File: config.mk
export PLATFORM = sky130hd
export DESIGN_NAME = paged_reg_bridge
export DESIGN_NICKNAME = d
export VERILOG_FILES = /design/src/rtl/prb_pkg.sv /design/src/rtl/prb_host_regs.sv /design/src/rtl/prb_xfer_fsm.sv /design/src/rtl/paged_reg_bridge.sv
export SDC_FILE = /design/constraint.sdc
export NUM_CORES = 1
export LEC_CHECK = 0
export ABC_CLOCK_PERIOD_IN_PS = 5900
export BUFFER_PORTS_ARGS = -buffer_cell sky130_fd_sc_hd__buf_2
export CELL_PAD_IN_SITES_DETAIL_PLACEMENT = 0
export CELL_PAD_IN_SITES_GLOBAL_PLACEMENT = 1
export CORE_MARGIN = 2
export CORE_UTILIZATION = 25
export DETAILED_ROUTE_END_ITERATION = 7
export GPL_ROUTABILITY_DRIVEN = 0
export PLACE_DENSITY_LB_ADDON = 0.2
export SKIP_CTS_REPAIR_TIMING = 1
export SLEW_MARGIN = 0
export SYNTH_ARGS = -nofsm -noshare
export SYNTH_HDL_FRONTEND = slang
export SYNTH_HIERARCHICAL = 1
export SYNTH_SLANG_ARGS = --single-unit
File: constraint.sdc
create_clock -name clk -period 5.9 [get_ports clk]
set_input_delay 1.77 -clock clk [delete_from_list [all_inputs] [get_ports clk]]
set_output_delay 1.77 -clock clk [all_outputs]
set_load 0.05 [all_outputs]
File: src/rtl/prb_pkg.sv
package prb_pkg;

    // Host register offsets
    localparam int CMD_OFFSET   = 'h3F8;
    localparam int RDATA_OFFSET = 'h3FC;
    localparam int WDATA_OFFSET = 'h400;

    // Command word field positions
    localparam int GO_BIT   = 15;
    localparam int DIR_BIT  = 14;
    localparam int REG_LSB  = 7;
    localparam int PAGE_LSB = 1;

    typedef enum logic [1:0] {
        XS_IDLE   = 2'd0,
        XS_REQ    = 2'd1,
        XS_RETIRE = 2'd2
    } xfer_state_t;

endpackage

File: src/rtl/prb_host_regs.sv
module prb_host_regs
    import prb_pkg::*;
#(
    parameter int HOST_AW = 11,
    parameter int DW      = 16,
    parameter int PAGE_W  = 6,
    parameter int REG_W   = 5
) (
    input  logic               clk,
    input  logic               rst_n,
    input  logic               host_wr_en,
    input  logic [HOST_AW-1:0] host_addr,
    input  logic [DW-1:0]      host_wdata,
    input  logic               busy,
    input  logic [DW-1:0]      rd_hold,
    output logic [DW-1:0]      host_rdata,
    output logic               start,
    output logic [PAGE_W-1:0]  start_page,
    output logic [REG_W-1:0]   start_idx,
    output logic               start_we,
    output logic [DW-1:0]      wdata_q,
    output logic               drop_err
);

    localparam logic [HOST_AW-1:0] A_CMD = HOST_AW'(CMD_OFFSET);
    localparam logic [HOST_AW-1:0] A_RD  = HOST_AW'(RDATA_OFFSET);
    localparam logic [HOST_AW-1:0] A_WD  = HOST_AW'(WDATA_OFFSET);

    logic            hit_cmd;
    logic            hit_wd;
    logic [DW-2:0]   cmd_q;

    assign hit_cmd    = host_wr_en && (host_addr == A_CMD);
    assign hit_wd     = host_wr_en && (host_addr == A_WD);
    assign start      = hit_cmd && host_wdata[GO_BIT] && !busy;
    assign start_page = host_wdata[PAGE_LSB +: PAGE_W];
    assign start_idx  = host_wdata[REG_LSB +: REG_W];
    assign start_we   = host_wdata[DIR_BIT];

    // Command word store: only accepted while idle
    always_ff @(posedge clk or negedge rst_n) begin
        if (!rst_n) begin
            cmd_q <= '0;
        end else if (hit_cmd && !busy) begin
            cmd_q <= host_wdata[DW-2:0];
        end
    end

    // Write-data register: always writable
    always_ff @(posedge clk or negedge rst_n) begin
        if (!rst_n) begin
            wdata_q <= '0;
        end else if (hit_wd) begin
            wdata_q <= host_wdata;
        end
    end

    // Sticky drop flag
    always_ff @(posedge clk or negedge rst_n) begin
        if (!rst_n) begin
            drop_err <= 1'b0;
        end else if (hit_cmd && busy) begin
            drop_err <= 1'b1;
        end
    end

    // Read-back multiplexer
    always_comb begin
        case (host_addr)
            A_CMD:   host_rdata = {busy, cmd_q};
            A_RD:    host_rdata = rd_hold;
            A_WD:    host_rdata = wdata_q;
            default: host_rdata = '0;
        endcase
    end

endmodule

File: src/rtl/prb_xfer_fsm.sv
module prb_xfer_fsm
    import prb_pkg::*;
#(
    parameter int DW     = 16,
    parameter int PAGE_W = 6,
    parameter int REG_W  = 5
) (
    input  logic              clk,
    input  logic              rst_n,
    input  logic              start,
    input  logic [PAGE_W-1:0] start_page,
    input  logic [REG_W-1:0]  start_idx,
    input  logic              start_we,
    input  logic [DW-1:0]     start_wdata,
    input  logic              dn_ack,
    input  logic [DW-1:0]     dn_rdata,
    output logic              dn_req,
    output logic [PAGE_W-1:0] dn_page,
    output logic [REG_W-1:0]  dn_reg,
    output logic              dn_we,
    output logic [DW-1:0]     dn_wdata,
    output logic              busy,
    output logic [DW-1:0]     rd_hold
);

    xfer_state_t state_q;
    xfer_state_t state_d;

    // State register
    always_ff @(posedge clk or negedge rst_n) begin
        if (!rst_n) begin
            state_q <= XS_IDLE;
        end else begin
            state_q <= state_d;
        end
    end

    // Transitions
    always_comb begin
        state_d = state_q;
        unique case (state_q)
            XS_IDLE:   if (start)  state_d = XS_REQ;
            XS_REQ:    if (dn_ack) state_d = XS_RETIRE;
            XS_RETIRE: state_d = XS_IDLE;
            default:   state_d = XS_IDLE;
        endcase
    end

    // Launch snapshot: fields held for the whole request
    always_ff @(posedge clk or negedge rst_n) begin
        if (!rst_n) begin
            dn_page  <= '0;
            dn_reg   <= '0;
            dn_we    <= 1'b0;
            dn_wdata <= '0;
        end else if (state_q == XS_IDLE && start) begin
            dn_page  <= start_page;
            dn_reg   <= start_idx;
            dn_we    <= start_we;
            dn_wdata <= start_wdata;
        end
    end

    // Read-data capture at the acknowledge edge
    always_ff @(posedge clk or negedge rst_n) begin
        if (!rst_n) begin
            rd_hold <= '0;
        end else if (state_q == XS_REQ && dn_ack && !dn_we) begin
            rd_hold <= dn_rdata;
        end
    end

    // Outputs
    always_comb begin
        dn_req = 1'b0;
        busy   = 1'b1;
        unique case (state_q)
            XS_IDLE:   busy   = 1'b0;
            XS_REQ:    dn_req = 1'b1;
            XS_RETIRE: dn_req = 1'b0;
            default:   busy   = 1'b0;
        endcase
    end

endmodule

File: src/rtl/paged_reg_bridge.sv
module paged_reg_bridge
    import prb_pkg::*;
#(
    parameter int HOST_AW = 11,
    parameter int DW      = 16,
    parameter int PAGE_W  = 6,
    parameter int REG_W   = 5
) (
    input  logic               clk,
    input  logic               rst_n,
    input  logic               host_wr_en,
    input  logic [HOST_AW-1:0] host_addr,
    input  logic [DW-1:0]      host_wdata,
    output logic [DW-1:0]      host_rdata,
    output logic               dn_req,
    output logic [PAGE_W-1:0]  dn_page,
    output logic [REG_W-1:0]   dn_reg,
    output logic               dn_we,
    output logic [DW-1:0]      dn_wdata,
    input  logic               dn_ack,
    input  logic [DW-1:0]      dn_rdata,
    output logic               drop_err
);

    logic              busy;
    logic [DW-1:0]     rd_hold;
    logic              start;
    logic [PAGE_W-1:0] start_page;
    logic [REG_W-1:0]  start_idx;
    logic              start_we;
    logic [DW-1:0]     wdata_q;

    prb_host_regs #(
        .HOST_AW (HOST_AW),
        .DW      (DW),
        .PAGE_W  (PAGE_W),
        .REG_W   (REG_W)
    ) u_regs (
        .clk        (clk),
        .rst_n      (rst_n),
        .host_wr_en (host_wr_en),
        .host_addr  (host_addr),
        .host_wdata (host_wdata),
        .busy       (busy),
        .rd_hold    (rd_hold),
        .host_rdata (host_rdata),
        .start      (start),
        .start_page (start_page),
        .start_idx  (start_idx),
        .start_we   (start_we),
        .wdata_q    (wdata_q),
        .drop_err   (drop_err)
    );

    prb_xfer_fsm #(
        .DW     (DW),
        .PAGE_W (PAGE_W),
        .REG_W  (REG_W)
    ) u_fsm (
        .clk         (clk),
        .rst_n       (rst_n),
        .start       (start),
        .start_page  (start_page),
        .start_idx   (start_idx),
        .start_we    (start_we),
        .start_wdata (wdata_q),
        .dn_ack      (dn_ack),
        .dn_rdata    (dn_rdata),
        .dn_req      (dn_req),
        .dn_page     (dn_page),
        .dn_reg      (dn_reg),
        .dn_we       (dn_we),
        .dn_wdata    (dn_wdata),
        .busy        (busy),
        .rd_hold     (rd_hold)
    );

endmodule

==> results of run 1 <==
## worst max-delay path: cells and delay by family
kind	cells	cell delay [ns]
buf+inv	3	0.65
compound gates	1	0.20
simple gates	2	0.43
## per-layer routing
layer / vias to the layer above / part of all wire (%) / track usage (%) / routed length, um
met5: - / 0 / 0 / 0
met4: 0 / 3.1 / 6.917 / 281
met3: 17 / 3.7 / 2.052 / 330
met2: 58 / 47 / 17.87 / 4209
met1: 1115 / 46 / 15.55 / 4185
li1: 1077 / - / - / -
## through the flow
step | util (%) | cells | cell area [um2]
floorplan | - | 258 | 3782
global placement | 29.48 | 517 | 4317
detailed placement | 29.48 | 517 | 4317
CTS | 31.74 | 533 | 4648
global route | 31.74 | 533 | 4648
finish | 31.74 | 533 | 4648
## cell families (layout without fill, tap and decap cells)
| family | after synthesis | after routing |
|---|---|---|
| and+or+nand+nor | 21 | 21 |
| buffers and inverters | 44 | 135 |
| muxes | 93 | 93 |
| DFF | 78 | 78 |
| AOI/OAI and AO/OA | 18 | 18 |
| adders and majority gates | 4 | 4 |
## path summary, 6_finish.rpt
path                                      to  slack [ns]  cells past startpoint
max                           host_rdata[12]        1.07                      6
min reg2reg                  u_regs/drop_err        0.49                      1
min in group asynchronous  u_regs/wdata_q[2]        1.36                      1
min                          u_regs/drop_err        0.49                      1
max reg2reg                 u_fsm/dn_page[5]        3.55                      7
max in group asynchronous  u_fsm/dn_wdata[6]        3.50                      2
## power by group through the flow
stage | clock network [W] | logic [W] | registers (W)
floorplan | 0 | 0.000207 | 0.000637
global placement | 0 | 0.000263 | 0.000646
detailed placement | 0 | 0.000265 | 0.000648
CTS | 0.000653 | 0.000266 | 0.000638
global route | 0.000675 | 0.000288 | 0.000646
finish | 0.000629 | 0.000259 | 0.000638
## layout by cell type, fill, tap and decap left out, drive strengths merged
master,n
nand3b,1
buf,98
nand2,2
nor4,1
o21bai,1
nor4b,1
nand4,2
nor2b,2
clkbuf,12
nor2,2
ha,4
mux2i,17
dfrtp,78
clkinv,1
inv,21
and4,2
nor3,1
and4b,2
and3,2
bufinv,3
nand3,1
o22ai,17
mux2,76
nor3b,2
## final cells by class
type,count,area [um2],area share [%]
timing repair buffer,98,508.0,10.93
multi-input combinational,136,1548,33.30
clock buffer,12,236.5,5.087
clock inverter,4,95.09,2.046
tap,184,230.2,4.953
inverter,21,78.83,1.696
sequential,78,1952,41.99
==> impl_metrics.json, run 1 <==
{
  "status": "complete, no violations",
  "grt_max_degree": 49,
  "p_total_w": 0.001526,
  "ir_drop_uv": 176.6,
  "rsz0062_at_grt": "no",
  "synth_common_cells": "dfrtp_1, mux2_4, mux2_2, inv_1",
  "drt_pass1_iterations": 4,
  "drc": 0,
  "min_path_type": "reg2reg",
  "clkSinkCount": 78,
  "hold_viol": 0,
  "p_seq_share_pct": 41.8,
  "setup_ws_ns": 1.070,
  "crit_required_ns": 4.13,
  "grt_util_all_layers_pct": 11.69,
  "numPortBuffers": 92,
  "drv_slew": 0,
  "p_leak_nw": 2.463,
  "die-area_mm2": 0.01613,
  "worst_setup_path_end_kind": "output port",
  "synth_top_area_share_pct": 51.60,
  "p_switching_w": 0.0003674,
  "clock_path_buffers": 2,
  "routedWlPerCell_um": 16.90,
  "slowest_delay_ns": 0.32,
  "fillers": 1498,
  "numCtsBuffers": 9,
  "syn_inst": 258,
  "synth.most_common_cell": "dfrtp_1",
  "viasPerCell": 4.253,
  "postSynth.asyncResetShare_pct": 100.0,
  "ios": 93,
  "dp.final_hpwl_um": 6055,
  "start_kind": "primary input",
  "vias": 2267,
  "r2r_start": "u_fsm/state_q[0]",
  "synth_xor_area_share_pct": 0,
  "wl_um": 9007,
  "diodes": 0,
  "drt-initial-drc-count": 103,
  "yosysTopAreaCell": "dfrtp_1",
  "pwr-share-comb_pct": 17.0,
  "cts-root-buf": "clkbuf_16",
  "grt_pass1_wl_um": 13980,
  "ys_warn_count": 6,
  "synth_compound_area_share_pct": 3.010,
  "synth.top_cells.by_area": "dfrtp_1, mux2_4, mux2_2",
  "fin_crit_ns": 4.830,
  "synth_flop_cell": "dfrtp_1",
  "critPathLaunch": "host_addr[1]",
  "worstPathCellList": "buf_2 > nor4b_2 > nand3_1 > buf_4 > o22ai_1 > buf_2",
  "ant_nets": 0,
  "synth-edff-count": 0,
  "clk_latency_ns": 0.33,
  "synth_cell_types": 28,
  "slew_headroom_pct": 56.18,
  "h-tree-depth": 3,
  "cap_violations": 0,
  "tns_ns": 0,
  "nets": 395,
  "pwr-share-clk_pct": 41.2,
  "period_share_pct": 81.87,
  "netlist_area_mm2": 0.003782,
  "ys_seq_area_share_pct": 51.60,
  "p_int_w": 0.001158,
  "switching_share_pct": 24.08,
  "cpMostUsedCell": "buf_2",
  "synth_seq_cells": 78,
  "synth.area.mux_share_pct": 31.99,
  "synth_simple_gate_area_share_pct": 4.598,
  "setup_viol": 0,
  "top_regs": "u_fsm/dn_wdata x16, u_fsm/rd_hold x16, u_regs/wdata_q x16",
  "synth_top_family_by_area": "multiplexers",
  "cts_tree": "yes",
  "min-delay-start": "u_regs/drop_err",
  "antenna_found_initial": 0,
  "worst_slew_pin_slew_ns": 0.6573,
  "gr-total-overflow": 0,
  "fp.dieH_um": 127,
  "synthAdderAreaFrac_pct": 1.323,
  "synth_fp_nets": 309,
  "area_growth_pct": 22.89,
  "critPathSlowestCell": "nor4b_2",
  "std_cell_rows": 44,
  "cp_data_arrival_time_ns": 3.06,
  "critical_path_class": "in2out",
  "fmax_ghz": 0.2070,
  "die_x_um": 127,
  "power_density_mw_per_mm2": 328.2,
  "synth.avg_cell_area_um2": 14.66,
  "coreArea_mm2": 0.01464,
  "pre_cts_ws_ns": 1.044,
  "hold_slack_ns": 0.4936,
  "grt_pass1_vias": 2416,
  "drive_above_1_share_pct": 55.30,
  "path_clk_slew_ns": 0.06,
  "skew_ns": 0.005129,
  "start_util_pct": 25.83,
  "crit_fanout": 17
}
Note: power is estimated with default switching activity, not from simulation.
==> inputs of run 2 (changes only) <==
--- a/config.mk
+++ b/config.mk
@@ -5,7 +5,7 @@
 export SDC_FILE = /design/constraint.sdc
 export NUM_CORES = 1
 export LEC_CHECK = 0
-export ABC_CLOCK_PERIOD_IN_PS = 5900
+export ABC_CLOCK_PERIOD_IN_PS = 4800
 export BUFFER_PORTS_ARGS = -buffer_cell sky130_fd_sc_hd__buf_2
 export CELL_PAD_IN_SITES_DETAIL_PLACEMENT = 0
 export CELL_PAD_IN_SITES_GLOBAL_PLACEMENT = 1
==> constraint.sdc (replaced) <==
create_clock -name clk -period 4.8 [get_ports clk]
set_input_delay 1.44 -clock clk [delete_from_list [all_inputs] [get_ports clk]]
set_output_delay 1.44 -clock clk [all_outputs]
set_load 0.05 [all_outputs]
==> impl_metrics.json, run 2 (synthesis results as in run 1) <==
{
  "numPortBuffers": 92,
  "regToRegEndpoint": "u_fsm/dn_page[3]",
  "rsz0062_at_grt": "no",
  "drc": 0,
  "grt_pass1_wl_um": 14360,
  "std_cell_rows": 44,
  "area_growth_pct": 21.44,
  "routedWlPerCell_um": 17.30,
  "die_x_um": 127,
  "cap_violations": 0,
  "final_common_cell": "buf_2",
  "p_total_w": 0.001750,
  "crit_required_ns": 3.36,
  "final_cell_mix": "buf_2, dfrtp_1, mux2_4, mux2_2, inv_1",
  "reg2reg_depth": 7,
  "h-tree-depth": 3,
  "start_kind": "primary input",
  "clkSinkCount": 78,
  "dp.final_hpwl_um": 6278,
  "final_area_mm2": 0.004593,
  "power_density_mw_per_mm2": 381.0,
  "vias": 2264,
  "worst_setup_path_end_kind": "output port",
  "min-delay-start": "u_regs/drop_err",
  "worst_slew_pin_slew_ns": 0.7127,
  "utilization_pct": 31.37,
  "coreArea_mm2": 0.01464,
  "p_switching_w": 0.0004588,
  "die-area_mm2": 0.01613,
  "wl_um": 9202,
  "period_share_pct": 87.73,
  "pwr-share-clk_pct": 36.6,
  "top_regs": "u_fsm/dn_wdata x16, u_fsm/rd_hold x16, u_regs/wdata_q x16",
  "min_path_type": "reg2reg",
  "grt_util_all_layers_pct": 12.01,
  "r2r_start": "u_fsm/state_q[0]",
  "drv_slew": 0,
  "layoutNonFillerInstCount": 532,
  "cp_data_arrival_time_ns": 2.77,
  "viasPerCell": 4.256,
  "crit_fanout": 16,
  "skew_ns": 0.008499,
  "place_area_mm2": 0.004317,
  "r2r_setup_slack_ns": 2.45,
  "min_to": "u_regs/drop_err",
  "hold_viol": 0,
  "start_util_pct": 25.83,
  "diodes": 0,
  "slew_headroom_pct": 52.49,
  "drive_above_1_share_pct": 55.75,
  "cts-root-buf": "clkbuf_16",
  "ios": 93,
  "grt_pass1_vias": 2473,
  "drt_pass1_iterations": 4,
  "critical_path_class": "in2out",
  "gr-total-overflow": 0,
  "p_int_w": 0.001291,
  "ant_nets": 0,
  "numCtsBuffers": 9,
  "tns_ns": 0,
  "drt-initial-drc-count": 90,
  "fin_crit_ns": 4.211,
  "ir_drop_uv": 218.9,
  "grt_max_degree": 54,
  "status": "complete, no violations",
  "clk_latency_ns": 0.34,
  "hold_path_depth": 1,
  "antenna_found_initial": 0,
  "dp_cells": 517,
  "p_seq_share_pct": 45.0,
  "setup_viol": 0,
  "switching_share_pct": 26.22,
  "path_clk_slew_ns": 0.06,
  "clock_path_buffers": 2,
  "fmax_ghz": 0.2375,
  "pwr-share-comb_pct": 18.4,
  "cts_tree": "yes",
  "nets": 395,
  "fp.dieH_um": 127,
  "p_leak_nw": 2.433
}
-- run 2: cell types whose count changed in the layout (fill, tap and decap cells not counted), sizes merged --
cell	change
bufinv	-3
clkinvlp	+2
-- run 2: layout make-up --
cell class              count  area (um2)
repair buffers             98       508.0
well taps                 184       230.2
inverters                  21       78.83
clock inverters             3       20.02
fillers                  1485       10050
clock buffers              12       256.5
flip-flops and latches     78        1952
multi-input cells         136        1548
-- run 2: worst max-delay path by stage --
| stage | end | slack (ns) | from | cells after the start |
|---|---|---|---|---|
| 2_1_floorplan | host_rdata[10] | 0.39 | host_addr[1] | 4 |
| 3_3_place_gp | host_rdata[12] | 0.63 | host_addr[1] | 6 |
| 3_5_place_dp | host_rdata[14] | 0.61 | host_addr[5] | 6 |
| 4_1_cts | host_rdata[13] | 0.61 | host_addr[5] | 6 |
| 5_1_grt | host_rdata[13] | 0.49 | host_addr[5] | 6 |
| 6_report | host_rdata[13] | 0.59 | host_addr[5] | 6 |
-- run 2: power groups by stage --
stage | Clock, W | Sequential, W | Combinational [W]
floorplan | 0 | 0.000783 | 0.000254
global placement | 0 | 0.000799 | 0.000322
detailed placement | 0 | 0.000800 | 0.000326
CTS | 0.000666 | 0.000788 | 0.000329
global route | 0.000692 | 0.000797 | 0.000354
finish | 0.000641 | 0.000788 | 0.000321
-- run 2: metal layers --
metal  vias up  global-route usage [%]  routed length [um]
met2        52                   18.41                4419
met5         -                       0                   0
li1       1068                       -                   -
met1      1130                   15.73                4268
met4         0                   6.981                 218
met3        14                   2.513                 295
-- run 2: critical path: stages --
cell,delay (ns)
buf_2,0.11
nor4_2,0.29
nand4_1,0.13
buf_4,0.23
o22ai_1,0.25
buf_2,0.32
-- run 2: stage by stage --
step / worst slack [ns] / hold WS [ns]
3_3_place_gp: 0.6341 / 0.4838
3_5_place_dp: 0.6120 / 0.4801
6_report: 0.5889 / 0.5011
5_1_grt: 0.4923 / 0.5155
4_1_cts: 0.6101 / 0.5013
2_1_floorplan: 0.3949 / 0.4791
==> inputs of run 3 (changes only) <==
--- a/config.mk
+++ b/config.mk
@@ -6,12 +6,12 @@
 export NUM_CORES = 1
 export LEC_CHECK = 0
 export ABC_CLOCK_PERIOD_IN_PS = 4800
-export BUFFER_PORTS_ARGS = -buffer_cell sky130_fd_sc_hd__buf_2
 export CELL_PAD_IN_SITES_DETAIL_PLACEMENT = 0
 export CELL_PAD_IN_SITES_GLOBAL_PLACEMENT = 1
 export CORE_MARGIN = 2
 export CORE_UTILIZATION = 25
 export DETAILED_ROUTE_END_ITERATION = 7
+export DONT_BUFFER_PORTS = 1
 export GPL_ROUTABILITY_DRIVEN = 0
 export PLACE_DENSITY_LB_ADDON = 0.2
 export SKIP_CTS_REPAIR_TIMING = 1
==> impl_metrics.json, run 3 (synthesis results as in run 1) <==
{
  "critPathLaunch": "host_addr[5]",
  "clock_path_buffers": 2,
  "fin_crit_ns": 4.019,
  "worst_slew_pin_slew_ns": 0.6226,
  "period_share_pct": 83.73,
  "switching_share_pct": 24.06,
  "pwr-share-comb_pct": 15.5,
  "utilization_pct": 29.14,
  "crit_fanout": 16,
  "drt_pass1_iterations": 4,
  "diodes": 0,
  "top_regs": "u_fsm/dn_wdata x16, u_fsm/rd_hold x16, u_regs/wdata_q x16",
  "drv_slew": 0,
  "cap_violations": 0,
  "routedWlPerCell_um": 19.84,
  "grt_pass1_vias": 2193,
  "final_common_cell": "dfrtp_1",
  "p_leak_nw": 2.092,
  "start_util_pct": 25.83,
  "final_cell_mix": "dfrtp_1, mux2_4, mux2_2, inv_1, buf_4",
  "die_x_um": 127,
  "fmax_ghz": 0.2488,
  "numPortBuffers": 0,
  "std_cell_rows": 44,
  "grt_pass1_wl_um": 13580,
  "crit_required_ns": 3.36,
  "ir_drop_uv": 166.0,
  "fillers": 1500,
  "cp_num_buf_inv": 2,
  "drive_above_1_share_pct": 43.33,
  "h-tree-depth": 3,
  "cp_data_arrival_time_ns": 2.58,
  "area_growth_pct": 12.83,
  "power_density_mw_per_mm2": 413.9,
  "start_kind": "primary input",
  "rsz0062_at_grt": "no",
  "min-delay-start": "u_fsm/rd_hold[2]",
  "cpMostUsedCell": "buf_4",
  "min_path_type": "reg2reg",
  "hold_viol": 0,
  "setup_viol": 0,
  "vias": 1994,
  "slowest_delay_ns": 0.27,
  "path_clk_slew_ns": 0.06,
  "wl_um": 9007,
  "die-area_mm2": 0.01613,
  "clk_latency_ns": 0.34,
  "grt_util_all_layers_pct": 11.67,
  "critical_path_class": "in2out",
  "pwr-share-clk_pct": 40.1,
  "fp.dieH_um": 127,
  "r2r_start": "u_fsm/state_q[0]",
  "gr-total-overflow": 0,
  "clkSinkCount": 78,
  "critPathSlowestCell": "nor4_2",
  "slew_headroom_pct": 58.49,
  "drc": 0,
  "ios": 93,
  "dp.final_hpwl_um": 5807,
  "cts_tree": "yes",
  "coreArea_mm2": 0.01464,
  "antenna_found_initial": 0,
  "status": "complete, no violations",
  "worst_setup_path_end_kind": "output port",
  "p_seq_share_pct": 44.4,
  "tns_ns": 0,
  "numCtsBuffers": 9,
  "grt_max_degree": 79,
  "cts-root-buf": "clkbuf_16",
  "drt-initial-drc-count": 76,
  "worstPathCellList": "nor4_2 > nand4_1 > buf_4 > o22ai_1 > buf_4",
  "ant_nets": 0,
  "p_switching_w": 0.0004249,
  "skew_ns": 0.007166,
  "worst_path_dominant_cell_family": "buffers and inverters",
  "viasPerCell": 4.392,
  "p_int_w": 0.001341,
  "nets": 317
}
==> run 3: cell types whose count changed in the layout (fill, tap and decap cells not counted), sizes merged <==
| cell | before | now |
|---|---|---|
| clkinvlp | 2 | 1 |
| bufinv | 0 | 1 |
| buf | 98 | 20 |
==> run 3: layout make-up <==
| type | instances | area [um2] | share of cell area [%] |
|---|---|---|---|
| flip-flops and latches | 78 | 1952 | 45.73 |
| repair buffers | 20 | 150.1 | 3.518 |
| well taps | 184 | 230.2 | 5.394 |
| clock inverters | 3 | 42.54 | 0.9968 |
| clock buffers | 12 | 266.5 | 6.245 |
| multi-input cells | 136 | 1548 | 36.26 |
| inverters | 21 | 78.83 | 1.847 |
==> run 3: per-layer routing <==
| layer | wire [um] | up-vias | track usage [%] |
|---|---|---|---|
| met4 | 211 | 0 | 6.787 |
| met1 | 4147 | 1016 | 15.03 |
| li1 | - | 917 | - |
| met2 | 4348 | 49 | 18.18 |
| met5 | 0 | - | 0 |
| met3 | 300 | 12 | 2.471 |
==> run 3: worst paths after layout <==
path / to / slack [ns] / cells past startpoint
max in group asynchronous: u_fsm/dn_wdata[12] / 3.87 / 0
setup reg to reg: u_fsm/dn_page[2] / 2.39 / 7
min in group asynchronous: u_regs/drop_err / 0.79 / 0
setup / recovery: host_rdata[6] / 0.78 / 5
hold reg to reg: u_fsm/rd_hold[2] / 0.51 / 1
hold / removal: u_fsm/rd_hold[2] / 0.51 / 1
==> run 3: power by group through the flow <==
stage	clock [W]	sequential (W)	combinational, W
after floorplan	0	0.000783	0.000254
after global placement	0	0.000794	0.000272
after detailed placement	0	0.000796	0.000275
after CTS	0.000742	0.000783	0.000279
after global routing	0.000768	0.000791	0.000295
final	0.000708	0.000784	0.000274
==> run 3: per-stage QoR <==
stage / setup WS [ns] / cell area [um2] / total power, W / cells / hold WS [ns]
detailed placement: 0.7373 / 3959 / 0.001071 / 439 / 0.4919
CTS: 0.7375 / 4268 / 0.001804 / 454 / 0.5095
floorplan: 0.3949 / 3782 / 0.001037 / 258 / 0.4791
global route: 0.7029 / 4268 / 0.001854 / 454 / 0.5199
finish: 0.7812 / 4268 / 0.001766 / 454 / 0.5051
global placement: 0.7547 / 3959 / 0.001066 / 439 / 0.4907
